File: src/rtl/rcfg_pkg.sv
package rcfg_pkg;

    typedef enum logic [2:0] {
        ST_LOAD_FAC = 3'd0,
        ST_FAC_USER = 3'd1,
        ST_READ_PTR = 3'd2,
        ST_LOAD_APP = 3'd3,
        ST_APP_USER = 3'd4
    } rcfg_state_e;

    typedef enum logic [1:0] {
        CAUSE_NONE     = 2'b00,
        CAUSE_LOAD_ERR = 2'b01,
        CAUSE_WDOG     = 2'b10,
        CAUSE_EXT      = 2'b11
    } rcfg_cause_e;

    typedef enum logic [1:0] {
        PTR_FACTORY  = 2'd0,
        PTR_REDIRECT = 2'd1,
        PTR_APP      = 2'd2
    } rcfg_ptr_kind_e;

    typedef struct packed {
        rcfg_state_e st;
        logic [31:0] addr;
        rcfg_cause_e cause;
    } rcfg_regs_t;

    function automatic logic is_user(input rcfg_state_e s);
        return (s == ST_FAC_USER) || (s == ST_APP_USER);
    endfunction

    function automatic logic is_app(input rcfg_state_e s);
        return (s == ST_LOAD_APP) || (s == ST_APP_USER);
    endfunction

endpackage

File: src/rtl/rcfg_ptr_decode.sv
module rcfg_ptr_decode
    import rcfg_pkg::*;
#(
    parameter int          ADDR_W        = 32,
    parameter logic [31:0] REDIRECT_PTR  = 32'd32,
    parameter logic [31:0] REDIRECT_SLOT = 32'h0100_0000
) (
    input  logic [ADDR_W-1:0] ptr,
    output rcfg_ptr_kind_e    kind,
    output logic [ADDR_W-1:0] target
);
    localparam logic [ADDR_W-1:0] RED_P = REDIRECT_PTR[ADDR_W-1:0];
    localparam logic [ADDR_W-1:0] RED_S = REDIRECT_SLOT[ADDR_W-1:0];

    always_comb begin
        if (ptr == '0) begin
            kind   = PTR_FACTORY;
            target = '0;
        end else if (ptr == RED_P) begin
            kind   = PTR_REDIRECT;
            target = RED_S;
        end else begin
            kind   = PTR_APP;
            target = ptr;
        end
    end
endmodule

File: src/rtl/rcfg_retry_counter.sv
module rcfg_retry_counter #(
    parameter int MAX_RETRY = 3
) (
    input  logic clk,
    input  logic rst,
    input  logic clear,
    input  logic bump,
    output logic at_limit
);
    localparam int CW = $clog2(MAX_RETRY + 2);
    localparam logic [CW-1:0] LIMIT = CW'(MAX_RETRY);

    logic [CW-1:0] cnt;

    always_ff @(posedge clk) begin
        if (rst || clear) begin
            cnt <= '0;
        end else if (bump && cnt != LIMIT) begin
            cnt <= cnt + 1'b1;
        end
    end

    assign at_limit = (cnt == LIMIT);
endmodule

File: src/rtl/rcfg_ctrl.sv
module rcfg_ctrl
    import rcfg_pkg::*;
#(
    parameter int          ADDR_W        = 32,
    parameter int          MAX_RETRY     = 3,
    parameter logic [31:0] REDIRECT_PTR  = 32'd32,
    parameter logic [31:0] REDIRECT_SLOT = 32'h0100_0000
) (
    input  logic              clk,
    input  logic              rst,
    input  logic              ext_reconfig,
    input  logic              user_reconfig,
    input  logic              wdog_timeout,
    output logic              ptr_req,
    input  logic              ptr_valid,
    input  logic [ADDR_W-1:0] ptr_value,
    output logic              load_req,
    input  logic              load_done,
    input  logic              load_err,
    output logic [ADDR_W-1:0] image_addr,
    output logic              app_mode,
    output logic              user_mode,
    output logic [1:0]        fallback_cause
);
    localparam logic [ADDR_W-1:0] FACTORY_ADDR = '0;

    rcfg_state_e       st_q, st_d;
    logic [ADDR_W-1:0] addr_q, addr_d;
    rcfg_cause_e       cause_q, cause_d;
    rcfg_ptr_kind_e    kind;
    logic [ADDR_W-1:0] target;
    logic              cnt_clr, cnt_bump, at_limit;

    rcfg_ptr_decode #(
        .ADDR_W(ADDR_W), .REDIRECT_PTR(REDIRECT_PTR), .REDIRECT_SLOT(REDIRECT_SLOT)
    ) dec_i (
        .ptr(ptr_value), .kind(kind), .target(target)
    );

    rcfg_retry_counter #(.MAX_RETRY(MAX_RETRY)) cnt_i (
        .clk(clk), .rst(rst), .clear(cnt_clr), .bump(cnt_bump), .at_limit(at_limit)
    );

    always_comb begin
        st_d     = st_q;
        addr_d   = addr_q;
        cause_d  = cause_q;
        cnt_clr  = 1'b0;
        cnt_bump = 1'b0;
        if (ext_reconfig) begin
            st_d    = ST_LOAD_FAC;
            addr_d  = FACTORY_ADDR;
            cause_d = CAUSE_EXT;
            cnt_clr = 1'b1;
        end else begin
            unique case (st_q)
                ST_LOAD_FAC: if (load_done && !load_err) st_d = ST_FAC_USER;
                ST_FAC_USER: if (user_reconfig) st_d = ST_READ_PTR;
                ST_READ_PTR: if (ptr_valid) begin
                    cnt_clr = 1'b1;
                    addr_d  = target;
                    st_d    = (kind == PTR_FACTORY) ? ST_LOAD_FAC : ST_LOAD_APP;
                end
                ST_LOAD_APP: if (load_err) begin
                    cnt_bump = 1'b1;
                    if (at_limit) begin
                        st_d    = ST_LOAD_FAC;
                        addr_d  = FACTORY_ADDR;
                        cause_d = CAUSE_LOAD_ERR;
                        cnt_clr = 1'b1;
                    end
                end else if (load_done) begin
                    st_d    = ST_APP_USER;
                    cnt_clr = 1'b1;
                end
                ST_APP_USER: if (wdog_timeout) begin
                    st_d    = ST_LOAD_FAC;
                    addr_d  = FACTORY_ADDR;
                    cause_d = CAUSE_WDOG;
                end else if (user_reconfig) begin
                    st_d = ST_READ_PTR;
                end
                default: st_d = ST_LOAD_FAC;
            endcase
        end
    end

    always_ff @(posedge clk) begin
        if (rst) begin
            st_q    <= ST_LOAD_FAC;
            addr_q  <= FACTORY_ADDR;
            cause_q <= CAUSE_NONE;
        end else begin
            st_q    <= st_d;
            addr_q  <= addr_d;
            cause_q <= cause_d;
        end
    end

    assign ptr_req        = (st_q == ST_READ_PTR);
    assign load_req       = (st_q == ST_LOAD_FAC) || (st_q == ST_LOAD_APP);
    assign user_mode      = is_user(st_q);
    assign app_mode       = is_app(st_q);
    assign image_addr     = addr_q;
    assign fallback_cause = cause_q;
endmodule

File: config.mk
export PLATFORM = sky130hd
export DESIGN_NAME = rcfg_ctrl
export DESIGN_NICKNAME = d
export VERILOG_FILES = /design/src/rtl/rcfg_pkg.sv /design/src/rtl/rcfg_ptr_decode.sv /design/src/rtl/rcfg_retry_counter.sv /design/src/rtl/rcfg_ctrl.sv
export SDC_FILE = /design/constraint.sdc
export NUM_CORES = 1
export LEC_CHECK = 0
export ABC_AREA = 1
export BUFFER_PORTS_ARGS = -buffer_cell sky130_fd_sc_hd__buf_2
export CORE_MARGIN = 2
export CORE_UTILIZATION = 45
export CTS_CLUSTER_SIZE = 24
export DETAILED_ROUTE_END_ITERATION = 12
export PLACE_DENSITY = 0.87
export SLEW_MARGIN = 30
export SYNTH_ARGS = -nofsm -noshare
export SYNTH_HDL_FRONTEND = slang
export SYNTH_HIERARCHICAL = 1
export SYNTH_SLANG_ARGS = --single-unit
export TNS_END_PERCENT = 30
File: constraint.sdc
create_clock -name clk -period 1.55 [get_ports clk]
set_input_delay 0.155 -clock clk [delete_from_list [all_inputs] [get_ports clk]]
set_output_delay 0.155 -clock clk [all_outputs]
set_load 0.01 [all_outputs]
# After elaboration in Yosys (flattened, before gate mapping)
# Cells that the tools add are included.
op_classes:
  muxes: 32
  add_sub_neg: 1
  n_reduce_logical: 16
  n_eq_ne: 17
ops:
  columns: ["cell", "count"]
  rows:
  - ["$mux W32", 6]
  - ["$pmux W32 S3", 1]
  - ["$eq A32 B6 Y1 const B", 1]
  - ["$logic_not A32 Y1", 1]
  - ["$mux W3", 7]
  - ["$ne A3 B3 Y1 const B", 5]
  - ["$pmux W3 S5", 1]
  - ["$mux W2", 7]
  - ["$eq A3 B2 Y1 const B", 3]
  - ["$mux W1", 8]
  - ["$ne A2 B2 Y1 const B", 4]
  - ["$reduce_and A4 Y1", 2]
  - ["$reduce_bool A3 Y1", 2]
  - ["$reduce_and A5 Y1", 1]
  - ["$logic_or A1 B1 Y1", 4]
  - ["$pmux W2 S2", 1]
  - ["$add A3 B1 Y3 const B", 1]
  - ["$eq A3 B1 Y1 const B", 1]
  - ["$eq A3 B3 Y1 const B", 1]
  - ["$logic_not A3 Y1", 1]
  - ["$ne A3 B2 Y1 const B", 1]
  - ["$logic_and A1 B1 Y1", 2]
  - ["$logic_not A2 Y1", 1]
  - ["$ne A2 B1 Y1 const B", 1]
  - ["3 further kinds", 3]
word_totals:
  output_inout_bits: 38
  input_bits: 40
  elab_cells: 70
  register_bits: 40

# Longest topological paths before layout
logic_depth:
  word_depth: 7
  depth_mapped: 13
  mapped_depth_nobuf: 13

# By module
# The synthesis kept the hierarchy.
by_module_without_submodules:
  columns: ["module", "seq_area_each_um2", "n_inst", "cells_each", "area_each_um2"]
  rows:
  - ["rcfg_ctrl", 740.7, 1, 285, 1813.0]
  - ["rcfg_ptr_decode", 0.0, 1, 70, 281.5]
  - ["rcfg_retry_counter", 60.1, 1, 23, 158.9]

# Worst setup path after synthesis
# OpenSTA, ideal clock, no wires.
synth_timing:
  path_kind: "register to register"
  from: "reg cnt_i.cnt[0]"
  to: "reg addr_q[23], in the netlist image_addr[23]"
  path_buffers: 1
  stages_incl_launch_ff: 11
  path_slack_ns: 0.016
  t_arrival_ns: 1.422
  period_less_slack_ns: 1.534
  cell_sequence: "dfxtp_1 -> ha_1 -> ha_1 -> nand2_1 -> nand2_2 -> nand2_2 -> nor2_8 -> buf_6 -> nand2_1 -> nand2_1 -> nor2_1"
synth_between:
  elab_chain_len: 3
synth_rtl:
  columns: ["item", "line", "text"]
  rows:
  - ["from (decl)", "rcfg_retry_counter.sv:13", "logic [CW-1:0] cnt;"]
  - ["from (signal assigned)", "rcfg_retry_counter.sv:19", "cnt <= cnt + 1'b1;"]
  - ["$eq A3 B2 Y1", "rcfg_retry_counter.sv:23", "assign at_limit = (cnt == LIMIT);"]
  - ["named net at_limit", "rcfg_ctrl.sv:32", "logic cnt_clr, cnt_bump, at_limit;"]
  - ["$ne A2 B2 Y1 (no source line)", null, null]
  - ["$reduce_and A5 Y1 (no source line)", null, null]
  - ["to (signal assigned)", "rcfg_ctrl.sv:95", "addr_q <= addr_d;"]
  - ["to (decl)", "rcfg_ctrl.sv:28", "logic [ADDR_W-1:0] addr_q, addr_d;"]
# The timed path passes the listed nets, and every way through them passes these cells.
# A chain may end at the register's enable or synchronous reset.

# Worst setup path after layout
layout_timing:
  from: "reg cnt_i.cnt[0]"
  to: "reg cnt_i.cnt[0]"
layout_between:
  elab_chain_len: 6
  word_cells_on_any_way: 9
  classes_between: "add/sub (1); eq/ne (2); mux (4); reduce/logical (2)"
layout_rtl:
  columns: ["item", "line", "text"]
  rows:
  - ["$eq A3 B2 Y1", "rcfg_retry_counter.sv:23", null]
  - ["named net at_limit", "rcfg_ctrl.sv:32", null]
  - ["$mux W1", "rcfg_ctrl.sv:66", "if (at_limit) begin"]
  - ["$mux W1", "rcfg_ctrl.sv:64", "ST_LOAD_APP: if (load_err) begin"]
  - ["$pmux W1 S2", "rcfg_ctrl.sv:56", "unique case (st_q)"]
  - ["$mux W1", "rcfg_ctrl.sv:50", "if (ext_reconfig) begin"]
  - ["named net cnt_clr", "rcfg_ctrl.sv:32", null]
  - ["$logic_or A1 B1 Y1", "rcfg_retry_counter.sv:16", "if (rst || clear) begin"]
# The timed path passes the listed nets, and every way through them passes these cells.

==> run summary <==
final core occ -> 0.615
r2r startpoint -> cnt_i/cnt[0]
Worst-Skew Late Latency -> 300 ps
fin crit share -> 0.983
setup TNS -> 0 ps
fmax -> 0.656 GHz
Starting Density -> 0.471
Leak -> 1.42 nW
hold crit path type -> in2reg
die extent in y -> 74.8 µm
vias per cell -> 4.71
initial antenna violation count -> 0
DP HPWL -> 3.77 mm
CTS tree -> yes
final setup fails -> 0
met1 usage -> 0.217
Overflow after GRT -> 0
synthesis-stage register bit count -> 40
Critical Path Fanout Max -> 3
hold_buf cts -> 0
origin of the worst setup path -> cnt_i/cnt[0]
status -> completed
GRT Overall Usage -> 0.186
number of DRC markers in iteration 0 -> 96
most used flip-flop cell after synthesis -> dfxtp_1
PnR worst setup slack -> 26.1 ps
Detailed Route WL -> 5.66 mm
pwr dens -> 649 nW/µm²
Max-slew headroom -> 0.770
die extent in x -> 74.8 µm
Least-Margin Pin Slew -> 344 ps
path depth of the worst reg2reg path -> 9
RR Endpoint -> cnt_i/cnt[0]
worst path cell trace -> ha_4, ha_4, nand2_4, nand2_1, a21oi_1, o21ai_0, nor2_1, nand2_1, nor2_1
critical path class -> reg2reg
Synth-to-Final Area Change -> 30.6%
DRT antenna net count -> 0
GPL Wtd Cong -> 0.871
CP arrival -> 1750 ps
Setup crit end kind -> register
async set-reset flop share out of synthesis -> 0
Final Skew -> 8.54 ps
pre-CTS setup slack -> -60.3 ps
CP max stage delay -> 360 ps
most frequent cells after synthesis -> nand2_1, nor2_1, dfxtp_1
Total Nets Final -> 480
core footprint -> 4790 µm²
crit path launch type -> register
Post-synth EDFFs -> 0
clock-pin transition on the worst setup and hold timing paths -> 80 ps
Reg2Reg Setup Slack -> 30 ps
vias in the first global route -> 1993
IO Port Bufs -> 77
met2 Use GR -> 0.324
CP max stage cell -> dfxtp_4
clock tree sinks -> 40
Max Cap Viol -> 0
first-pass GRT wire length -> 8.09 mm
RSZ-0062 raised after global routing -> yes
Mean Syn Cell Area -> 5.96 µm²
met3 usage -> 0.0482
Final Max Slew Viols -> 0
largest net degree at the start of global routing -> 34
post-synth top area cell -> dfxtp_1
Synth area leaders -> dfxtp_1, nand2_1, nor2_1
Routed WL per cell -> 11.2 µm
TritonCTS buffer count -> 5
Cells after Synth -> 378
final hold vios -> 0
hold path startpoint -> rst
Top Usage Layer GRT -> met2
die area -> 5590 µm²
post-synthesis sequential area ratio -> 0.355
post-synth top area share -> 0.355
Critical Path RT -> 1770 ps
Power Total -> 1.91 mW
DRC -> 0
Critical path destination -> cnt_i/cnt[0]
H-tree depth -> 2
minimum clock period -> 1520 ps
Synth cell types -> 21
Root Driver -> clkbuf_8
vias -> 2378
most frequent cell after synthesis -> nand2_1
Post-Syn Area -> 2250 µm²
Inserted Diodes -> 0
layout cells sized above 1 -> 0.304
buffer depth of the longest clock path -> 2
Worst VDD drop -> 0.000434 V
total iterations of the first detailed-routing run -> 4
Syn Nets -> 420
Site Rows -> 25
number of top-level pins -> 78
synth warn -> 6
-- where the power goes --
part	total (mW)	internal (mW)	switching [mW]
Combinational	0.201	0.0879	0.113
Sequential	1.03	1.03	0.00523
Clock	0.676	0.305	0.371
-- cell usage in the layout (no fill, tap or decap) --
| cell | count |
|---|---|
| nor2_4 | 4 |
| inv_1 | 14 |
| nand3b_1 | 1 |
| dfxtp_1 | 35 |
| nand3_1 | 11 |
| nor3_1 | 1 |
| clkbuf_16 | 4 |
| buf_2 | 77 |
| buf_6 | 2 |
| buf_12 | 4 |
| a21oi_1 | 5 |
| nand2_2 | 5 |
| o21bai_1 | 1 |
| clkinv_2 | 1 |
| nor2_8 | 1 |
| buf_16 | 1 |
| buf_4 | 7 |
| ha_4 | 2 |
| inv_2 | 5 |
| clkinvlp_4 | 1 |
| nor2_1 | 105 |
| a31oi_1 | 1 |
| o21ai_0 | 2 |
| dfxtp_2 | 2 |
| nand4_1 | 2 |
| nor2_2 | 4 |
| clkbuf_8 | 5 |
| nand2_4 | 3 |
| dfxtp_4 | 3 |
| nand2_1 | 127 |
| nand3_2 | 1 |
| inv_6 | 1 |
-- through the flow --
| step | instance area (µm²) | hold slack (ps) | instances |
|---|---|---|---|
| detailed placement | 2560 | 384 | 485 |
| global route | 2940 | 97.5 | 505 |
| finish | 2940 | 79.5 | 505 |
| global placement | 2560 | 381 | 485 |
| floorplan | 2250 | 224 | 378 |
| CTS | 2690 | 65.5 | 493 |
-- critical path, delay by kind of cell, from the launching register on --
kind,cells,cell delay (ps)
simple gates,5,540
flops,1,360
fa+ha+maj,2,320
compound gates,2,230
-- state kept, by name (all words and copies together), names as in the netlist --
signal          cells
fallback_cause      2
image_addr         32
st_q                3
cnt_i/cnt           3
-- kinds of logic (layout without fill, tap and decap cells) --
family | count (synthesis) | in the layout | share of synthesized area
AND/OR/NAND/NOR | 265 | 265 | 0.479
buffers and inverters | 62 | 122 | 0.133
flip-flops | 40 | 40 | 0.355
AO/OA/AOI/OAI | 9 | 9 | 0.0217
adder cells (fa/ha/maj) | 2 | 2 | 0.0111
-- what timing repair did --
| item | CTS | global route |
|---|---|---|
| cloned | 1 | 5 |
| buffers inserted | 0 | 7 |
| setup endpoints to repair | 32 | 36 |
| pin swaps | 1 | 8 |
| resized for setup | 8 | 17 |
-- final cells by class --
class | count | area, µm²
Fill cell | 448 | 1840
Multi-Input combinational cell | 276 | 1210
Sequential cell | 40 | 815
Timing Repair Buffer | 95 | 668
Tap cell | 67 | 83.8
Inverter | 20 | 80.1
Clock buffer | 5 | 68.8
Clock inverter | 2 | 12.5
-- metal layers --
| metal | part of all wire | vias to the layer above | wire length (µm) |
|---|---|---|---|
| li1 | - | 1234 | - |
| met1 | 0.43 | 1062 | 2420 |
| met2 | 0.50 | 72 | 2820 |
| met3 | 0.058 | 10 | 328 |
| met4 | 0.016 | 0 | 90 |
| met5 | 0 | - | 0 |
-- worst min-delay path by stage --
stage	endpoint	cells after the start	slack, ps
2_1_floorplan	fallback_cause[0]	1	220
4_1_cts	fallback_cause[1]	2	70
6_report	fallback_cause[1]	2	80
3_5_place_dp	fallback_cause[0]	2	380
5_1_grt	fallback_cause[0]	2	100
3_3_place_gp	fallback_cause[0]	2	380
Power figures use the tool's default switching activity.
